$ cat src/rtl/wa_pkg.sv
package wa_pkg;

    typedef enum logic [1:0] {
        WA_MANUAL     = 2'd0,
        WA_SLIP       = 2'd1,
        WA_BYPASS     = 2'd2,
        WA_BYPASS_ALT = 2'd3
    } wa_mode_e;

endpackage

$ cat src/rtl/wa_match_bank.sv
module wa_match_bank #(
    parameter int W       = 10,
    parameter int PAT_LEN = 7
) (
    input  logic [2*W-1:0]     pair,
    input  logic [PAT_LEN-1:0] pattern,
    output logic [W-1:0]       hit
);

    // one comparator per candidate boundary
    for (genvar k = 0; k < W; k++) begin : g_cmp
        assign hit[k] = (pair[k +: PAT_LEN] == pattern);
    end

endmodule

$ cat src/rtl/wa_lowest_hit.sv
module wa_lowest_hit #(
    parameter int W  = 10,
    parameter int OW = 4
) (
    input  logic [W-1:0]  hit,
    output logic          found,
    output logic [OW-1:0] idx
);

    always_comb begin
        found = |hit;
        idx   = '0;
        for (int k = W - 1; k >= 0; k--) begin
            if (hit[k]) begin
                idx = OW'(k);
            end
        end
    end

endmodule

$ cat src/rtl/wa_out_stage.sv
module wa_out_stage #(
    parameter int W = 10
) (
    input  logic [W-1:0] win,
    input  logic         rev_en,
    input  logic         swap_en,
    output logic [W-1:0] word
);

    localparam int  HALF    = W / 2;
    localparam bit  SWAP_OK = (W == 16) || (W == 20);

    logic [W-1:0] mirrored;
    logic [W-1:0] ordered;
    logic [W-1:0] swapped;

    for (genvar i = 0; i < W; i++) begin : g_mirror
        assign mirrored[i] = win[W-1-i];
    end

    assign ordered = rev_en ? mirrored : win;
    assign swapped = {ordered[HALF-1:0], ordered[W-1:HALF]};
    assign word    = (swap_en && SWAP_OK) ? swapped : ordered;

endmodule

$ cat src/rtl/word_aligner.sv
module word_aligner
    import wa_pkg::*;
#(
    parameter int W       = 10,
    parameter int PAT_LEN = 7
) (
    input  logic               clk,
    input  logic               rst,
    input  logic [1:0]         mode,
    input  logic [PAT_LEN-1:0] pattern,
    input  logic               align_req,
    input  logic               bitslip,
    input  logic               rev_bits,
    input  logic               swap_bytes,
    input  logic [W-1:0]       din,
    output logic [W-1:0]       dout,
    output logic               sync_status,
    output logic               pat_det
);

    localparam int OW = $clog2(W);

    typedef struct packed {
        logic [W-1:0]  held;
        logic          req;
        logic          slip;
        logic [OW-1:0] off;
        logic          armed;
        logic          sync;
        logic [W-1:0]  word;
        logic          det;
    } st_t;

    localparam st_t ST_RST = '{
        held:  '0,
        req:   1'b0,
        slip:  1'b0,
        off:   '0,
        armed: 1'b1,
        sync:  1'b0,
        word:  '0,
        det:   1'b0
    };

    st_t st_d, st_q;

    wa_mode_e      mode_e;
    logic [2*W-1:0] pair;
    logic [W-1:0]  hit;
    logic          found;
    logic [OW-1:0] lo_idx;
    logic          rise;
    logic          toggle;
    logic          lock;
    logic [OW-1:0] off_step;
    logic [OW-1:0] off_eff;
    logic [W-1:0]  win;
    logic [W-1:0]  out_word;

    assign mode_e = wa_mode_e'(mode);

    // older word in the low half, newer word on top
    assign pair = {din, st_q.held};

    wa_match_bank #(.W(W), .PAT_LEN(PAT_LEN)) u_match (
        .pair    (pair),
        .pattern (pattern),
        .hit     (hit)
    );

    wa_lowest_hit #(.W(W), .OW(OW)) u_pick (
        .hit   (hit),
        .found (found),
        .idx   (lo_idx)
    );

    assign rise     = align_req & ~st_q.req;
    assign toggle   = bitslip ^ st_q.slip;
    assign off_step = (st_q.off == OW'(W - 1)) ? '0 : st_q.off + 1'b1;
    assign lock     = (mode_e == WA_MANUAL) && !rise && st_q.armed && found;

    // boundary used for the word leaving this cycle
    assign off_eff = mode[1]                           ? '0       :
                     ((mode_e == WA_SLIP) && toggle)   ? off_step :
                     lock                              ? lo_idx   :
                                                         st_q.off;

    assign win = W'(pair >> off_eff);

    wa_out_stage #(.W(W)) u_out (
        .win     (win),
        .rev_en  (rev_bits),
        .swap_en (swap_bytes),
        .word    (out_word)
    );

    always_comb begin
        st_d      = st_q;
        st_d.held = din;
        st_d.req  = align_req;
        st_d.slip = bitslip;
        st_d.word = out_word;
        st_d.det  = hit[off_eff];

        if (!mode[1]) begin
            st_d.off = off_eff;
        end

        if (mode_e == WA_MANUAL) begin
            if (rise) begin
                st_d.armed = 1'b1;
                st_d.sync  = 1'b0;
            end else if (lock) begin
                st_d.armed = 1'b0;
                st_d.sync  = 1'b1;
            end
        end
    end

    always_ff @(posedge clk) begin
        if (rst) begin
            st_q <= ST_RST;
        end else begin
            st_q <= st_d;
        end
    end

    assign dout        = st_q.word;
    assign sync_status = st_q.sync;
    assign pat_det     = st_q.det;

endmodule

$ cat config.mk
export PLATFORM = sky130hd
export DESIGN_NAME = word_aligner
export DESIGN_NICKNAME = d
export VERILOG_FILES = /design/src/rtl/wa_pkg.sv /design/src/rtl/wa_match_bank.sv /design/src/rtl/wa_lowest_hit.sv /design/src/rtl/wa_out_stage.sv /design/src/rtl/word_aligner.sv
export SDC_FILE = /design/constraint.sdc
export NUM_CORES = 1
export LEC_CHECK = 0
export ABC_AREA = 1
export BUFFER_PORTS_ARGS = -buffer_cell sky130_fd_sc_hd__buf_2
export CORE_ASPECT_RATIO = 0.5
export CORE_MARGIN = 3
export CORE_UTILIZATION = 61
export DETAILED_ROUTE_END_ITERATION = 8
export PLACE_DENSITY_LB_ADDON = 0.15
export SETUP_SLACK_MARGIN = 0.05
export SLEW_MARGIN = 20
export SYNTH_ARGS = -nofsm -noshare
export SYNTH_HDL_FRONTEND = slang
export SYNTH_HIERARCHICAL = 1
export SYNTH_SLANG_ARGS = --single-unit
$ cat constraint.sdc
create_clock -name clk -period 3.6 [get_ports clk]
set_input_delay 0.54 -clock clk [delete_from_list [all_inputs] [get_ports clk]]
set_output_delay 0.54 -clock clk [all_outputs]
set_load 0.01 [all_outputs]
Word level (Yosys, flattened, before mapping) --
Index checks and enable logic that the tools add are counted.
Operators by class: magnitude comparators 1, bitwise operators 3, shift operators 1, $add $sub $neg 1, multiplexer cells 19, eq/ne operators 12, reduce and logical (&&, ||, !) cells 9
Operators by type and width (count):
- == test 7 bit | 10
- 2-to-1 mux 4 bit | 14
- right shift 20 x 4 -> 10 bit | 1
- 2-to-1 mux 10 bit | 1
- OR reduction 10 bit | 1
- less-than comparator 4 x 5 -> 1 bit (second input constant) | 1
- adder 4 x 1 -> 4 bit (second input constant) | 1
- binary-select mux 1 bit (select 4 bit) | 1
- == test 4 bit (second input constant) | 1
- logical AND 1 bit | 4
- 2-to-1 mux 2 bit | 2
- == test 2 x 1 -> 1 bit (second input constant) | 1
- logical NOT 2 bit | 1
- AND reduction 2 bit | 1
- nonzero test 2 bit | 1
- AND 1 bit | 1
- logical NOT 1 bit | 1
- 2-to-1 mux 1 bit | 1
- inverter 1 bit | 1
- XOR 1 bit | 1
Storage, ports and cells: output and inout port bits 12, flip-flop bits (word level) 29

Longest topological paths before layout --
word-level depth 16, mapped depth 34, gate-level depth less buffers 32

Modules after synthesis --
The synthesis kept the hierarchy.
By module, submodules not included:
- word_aligner | times used 1, cells each 357, area an instance 2194.6 um^2, seq. area each 580.6 um^2
- wa_match_bank | times used 1, cells each 275, area an instance 1143.6 um^2, seq. area each 0.0 um^2
- wa_out_stage | times used 1, cells each 32, area an instance 127.6 um^2, seq. area each 0.0 um^2
- wa_lowest_hit | times used 1, cells each 28, area an instance 122.6 um^2, seq. area each 0.0 um^2

Least setup slack after synthesis --
Ideal clock, no wire load.
kind input to register, from input port pattern[6], to register st_q, in the netlist dout[9], path buffers 3, setup time 128 ps, data arrival time 2767 ps, setup slack 705 ps, stages 27, path through buf_2 -> nand2_1 -> nand2_1 -> nor2_1 -> nand2_1 -> nor2_1 -> nor2_1 -> nand3_1 -> nor2_1 -> nand2_1 -> nand2_1 -> inv_1 -> nand3_2 -> nand2_1 -> nand3_2 -> nand2_4 -> nand2_4 -> buf_6 -> buf_6 -> o211ai_2 -> nand3_1 -> nand3_1 -> nand2_1 -> nand2_1 -> nand2_1 -> inv_1 -> nor2_1
RTL lines:
- start, declared | line word_aligner.sv:10 | input logic [PAT_LEN-1:0] pattern,
- == test 7 bit | line wa_match_bank.sv:12 | assign hit[k] = (pair[k +: PAT_LEN] == pattern);
- via hit[0] | line word_aligner.sv:49 | logic [W-1:0] hit;
- OR reduction 10 bit | line wa_lowest_hit.sv:11 | found = |hit;
- via found | line word_aligner.sv:50 | logic found;
- logical AND 1 bit | line word_aligner.sv:80 | assign lock = (mode_e == WA_MANUAL) && !rise && st_q.armed && found;
- 2-to-1 mux 4 bit | line word_aligner.sv:85 | lock ? lo_idx :
- 2-to-1 mux 4 bit | line word_aligner.sv:84 | ((mode_e == WA_SLIP) && toggle) ? off_step :
- 2-to-1 mux 4 bit | line word_aligner.sv:83 | assign off_eff = mode[1] ? '0 :
- right shift 20 x 4 -> 10 bit | line word_aligner.sv:88 | assign win = W'(pair >> off_eff);
- via win[0] | line word_aligner.sv:57 | logic [W-1:0] win;
- 2-to-1 mux 10 bit | line wa_out_stage.sv:21 | assign ordered = rev_en ? mirrored : win;
- via out_word[9] | line word_aligner.sv:58 | logic [W-1:0] out_word;
- end signal, assigned | line word_aligner.sv:124 | st_q <= st_d;
- end, declared | line word_aligner.sv:45 | st_t st_d, st_q;
The timed path passes the listed nets, and every way through them passes these cells. A chain may end at the register's enable or synchronous reset.

Worst setup path after layout --
from input port pattern[4], to register st_q, in the netlist dout[7]
Same word-level chain as after synthesis.

==> metrics.log <==
INFO  metric run_status = complete, no violations
INFO  metric post_cts_clock_slew_at_the_launch_and_capture_registers_of_the_worst_setup_and_hold_paths = 0.05 ns
INFO  metric power.static_leakage = between 0.002 and 0.0025 uW
INFO  metric p_int = about 760 uW
INFO  metric cts_tree = built
INFO  metric globalRouteMet2Util = 0.418
INFO  metric detail_route.wirelength = 9570 microns
INFO  metric timing.fmax = 0.310 GHz
INFO  metric hold_path_class = reg2reg
INFO  metric drt_iter0_markers = 359
INFO  metric synth_cell_types = 35
INFO  metric syn_avg_cell_area = about 5.2 sq um
INFO  metric clk_latency = 0.27 ns
INFO  metric regToRegSetupSlack = around 0.4 ns
INFO  metric dp.final_hpwl = ~7300 microns
INFO  metric dieArea = 6900 sq um
INFO  metric gr-usage-all-layers = 0.274
INFO  metric ctsRootBufferMaster = sky130_fd_sc_hd__clkbuf_16
INFO  metric chipHeight = ~60 microns
INFO  metric post_synth_mux_area_share = 0
INFO  metric max-slew-margin-rel = 0.644
INFO  metric wl_per_cell = roughly 12 microns
INFO  metric crit_start = pattern[4]
INFO  metric synth-compound-area-share = 0.0830
INFO  metric syn-cell-area = 3590 sq um
INFO  metric mappedNetlistNets = slightly above 700
INFO  metric launch_point_of_the_worst_reg_to_reg_path = pair[7]
INFO  metric crit_type = in2reg
INFO  metric final.period_utilization = 0.895
INFO  metric count_of_port_buffers_added_during_placement = 35
INFO  metric post_synth_xor_area_fraction = 0.0268
INFO  metric avgViaCountPerCell = 5.23
INFO  metric fill_cells = 515
INFO  metric reg2reg_to = dout[7]
INFO  metric worstMarginPinSlew = 0.535 ns
INFO  metric synth_top_family_by_area = simple AND/OR/NAND/NOR gates
INFO  metric initial_utilization = 0.642
INFO  metric worst_setup_path_end_kind = flop
INFO  metric yosysWarningCount = 6
INFO  metric antenna_cells_inserted = 0
INFO  metric boundaryPins = 37
INFO  metric clock_sinks = 29
INFO  metric post-route-drc-count = 0
INFO  metric timing.hold.ws = between 0.4 and 0.5 ns
INFO  metric seq_power_share = 0.305
INFO  metric total_power_density_per_cell_area = 304 nW/um^2
INFO  metric report.final.hold_viol_count = 0
INFO  metric max_cap_viol_count = 0
INFO  metric clockPowerShare = 0.331
INFO  metric max-clock-path-buffers = 2
INFO  metric fin_crit = 3.22 ns
INFO  metric arithmetic_cell_share_of_the_synthesized_area_counting_full_adders_half_adders_and_majority_gates = 0.00697
INFO  metric fp_rows = 19
INFO  metric setup_violations = 0
INFO  metric post_dp_cell_area = 3790 sq um
INFO  metric fin_util = 0.708
INFO  metric max-vdd-ir-drop = 421 uV
INFO  metric drt_first_pass_iters = 5
INFO  metric top_usage_layer = met2
INFO  metric postCtsSetupRepairBufs = 0
INFO  metric switchingPower = 446 uW
INFO  metric setup_repair_after_global_routing_missed_its_margin = no
INFO  metric critical_path_start_type = input port
INFO  metric ys_seq_elements = 29
INFO  metric pwr-share-comb = 0.364
INFO  metric setup_tns = 0 ns
INFO  metric post_synth_inst_count = 692
INFO  metric htreeDepth = 2
INFO  metric globalplace.congestion = 0.938
INFO  metric area_growth = 10.2%
INFO  metric synthSimpleGateAreaFrac = 0.553
INFO  metric antenna_found_initial = 0
INFO  metric finalNetCount = 746
INFO  metric grt_util_met1 = 0.394
INFO  metric clock_skew = approximately 0.0043 ns
INFO  metric route.vias.total = 4151
INFO  metric final_cell_area = 3950 sq um
INFO  metric grt_start_max_net_pins = 36
INFO  metric critical_path_peak_fanout = 35
INFO  metric globalRouteMet3Util = 0.0485
INFO  metric postRouteAntennaNets = 0
INFO  metric timing_max_transition_violations_final = 0
INFO  metric grt_pass1_wl = 15100 microns
INFO  metric cts_made_buffers = 5
INFO  metric vias_in_the_first_global_route = 3274
INFO  metric synth.yosys.seq_area_share = 0.162
INFO  metric floorplan.die.width = 114 microns
INFO  metric power.switching_fraction = 0.370
INFO  metric drive_above_1_share = 0.168
INFO  metric timing.reg2reg.worst_path_depth = 29
INFO  metric cp-endpoint = dout[7]
INFO  metric cp_data_arrival_time = 3.36 ns
INFO  metric grt_overflow = 0
INFO  metric cts.hold.buffers_added = 0
INFO  metric timing.critical_path.required = 3.74 ns
INFO  metric floorplan.core_area = about 5600 sq um
cell usage after synthesis, drive strengths merged:
cell type | count | area share
a311oi | 1 | 0.0024
nor2 | 71 | 0.086
dfxtp | 29 | 0.16
xnor2 | 10 | 0.024
buf | 34 | 0.071
nand2 | 336 | 0.36
o211ai | 14 | 0.035
nor3 | 4 | 0.0056
clkbuf | 2 | 0.0021
o21bai | 1 | 0.0021
o2111ai | 1 | 0.0024
nand4 | 3 | 0.0052
or2 | 3 | 0.0052
xor2 | 1 | 0.0024
ha | 2 | 0.0070
o21ai | 18 | 0.025
nand3b | 2 | 0.0042
a31oi | 1 | 0.0017
clkinv | 1 | 0.0010
inv | 90 | 0.094
a21oi | 8 | 0.014
nand3 | 60 | 0.089
worst min-delay path by stage:
stage	end	startpoint	slack, ns	depth (start not counted)
2_1_floorplan	st_q[12]	st_q[12]	0.47	2
3_3_place_gp	sync_status	sync_status	0.45	2
3_5_place_dp	sync_status	sync_status	0.45	2
4_1_cts	sync_status	sync_status	0.46	2
5_1_grt	st_q[18]	align_req	0.50	3
6_report	sync_status	sync_status	0.46	2
kinds of logic (layout without fill, tap and decap cells):
family                   count (synthesis)  after routing
AO/OA/AOI/OAI                           44             44
buffers and inverters                  127            155
AND/OR/NAND/NOR                        479            479
adder cells (fa/ha/maj)                  2              2
flip-flops                              29             29
XOR/XNOR                                11             11
state kept, by name, indices dropped and copies added, names as in the netlist:
register and cells:
dout 10, pair 10, pat_det 1, st_q 7
sync_status 1
area by class of cell:
| class | instances | area, sq um | share of cell area |
|---|---|---|---|
| Sequential cell | 29 | 588 | 0.149 |
| Timing Repair Buffer | 56 | 373 | 0.0943 |
| Multi-Input combinational cell | 536 | 2410 | 0.611 |
| Inverter | 91 | 344 | 0.0870 |
| Clock buffer | 5 | 125 | 0.0316 |
| Clock inverter | 3 | 17.5 | 0.00443 |
| Tap cell | 73 | 91.3 | 0.0231 |
cell usage in the layout (no fill, tap or decap), types with 6 or more instances in the layout:
| cell | instances |
|---|---|
| sky130_fd_sc_hd__nand2_1 | 331 |
| sky130_fd_sc_hd__nand3_1 | 56 |
| sky130_fd_sc_hd__nor2_1 | 58 |
| sky130_fd_sc_hd__xnor2_1 | 10 |
| sky130_fd_sc_hd__o21ai_1 | 13 |
| sky130_fd_sc_hd__buf_2 | 34 |
| sky130_fd_sc_hd__inv_1 | 70 |
| sky130_fd_sc_hd__inv_2 | 19 |
| sky130_fd_sc_hd__o211ai_1 | 10 |
| sky130_fd_sc_hd__dfxtp_1 | 23 |
| sky130_fd_sc_hd__buf_4 | 18 |
| sky130_fd_sc_hd__nor2_2 | 9 |
| sky130_fd_sc_hd__dfxtp_2 | 6 |
repair_timing:
action / 4_1_cts / 5_1_grt
endpoints found under the hold margin: 0 / 0
resized for setup: 0 / 11
endpoints found under the setup margin: 0 / 10
worst max-delay path: stages:
cell and delay (ns):
sky130_fd_sc_hd__clkbuf_4 0.20, sky130_fd_sc_hd__inv_1 0.16, sky130_fd_sc_hd__nand2_1 0.08, sky130_fd_sc_hd__nand2_1 0.06, sky130_fd_sc_hd__nand3_1 0.15, sky130_fd_sc_hd__nor2_4 0.18, sky130_fd_sc_hd__inv_1 0.08, sky130_fd_sc_hd__nand3_1 0.10
sky130_fd_sc_hd__nor2_1 0.05, sky130_fd_sc_hd__nand2_1 0.07, sky130_fd_sc_hd__nand2_1 0.10, sky130_fd_sc_hd__inv_1 0.11, sky130_fd_sc_hd__nand3_2 0.09, sky130_fd_sc_hd__nand2_1 0.09, sky130_fd_sc_hd__nand3_2 0.10, sky130_fd_sc_hd__nand2_4 0.09
sky130_fd_sc_hd__nand2_4 0.08, sky130_fd_sc_hd__buf_12 0.18, sky130_fd_sc_hd__o21ai_0 0.20, sky130_fd_sc_hd__nand2_1 0.11, sky130_fd_sc_hd__nand3_1 0.10, sky130_fd_sc_hd__nand3_1 0.11, sky130_fd_sc_hd__nand2_1 0.08, sky130_fd_sc_hd__nand2_1 0.06
sky130_fd_sc_hd__nand2_1 0.06, sky130_fd_sc_hd__nand2_1 0.05, sky130_fd_sc_hd__inv_1 0.04, sky130_fd_sc_hd__nor2_1 0.03
routing by layer:
metal  wire [microns]  share of wire
met5                0              0
met4              131          0.014
met3              923          0.096
met2             4040           0.42
met1             4480           0.47
power groups by stage:
stage | combinational (uW) | sequential, uW | clock [uW]
finish | 438 | 367 | 398
global route | 496 | 369 | 415
CTS | 431 | 365 | 401
detailed placement | 427 | 372 | 0
global placement | 420 | 371 | 0
floorplan | 343 | 365 | 0
stage by stage:
step / std cells / power [uW] / setup slack, ns
floorplan: 692 / 708 / 0.705
global placement: 785 / 792 / 0.180
detailed placement: 785 / 799 / 0.113
CTS: 793 / 1200 / 0.273
global route: 793 / 1280 / 0.0526
finish: 793 / 1200 / 0.379
(Power assumes the default switching activity.)
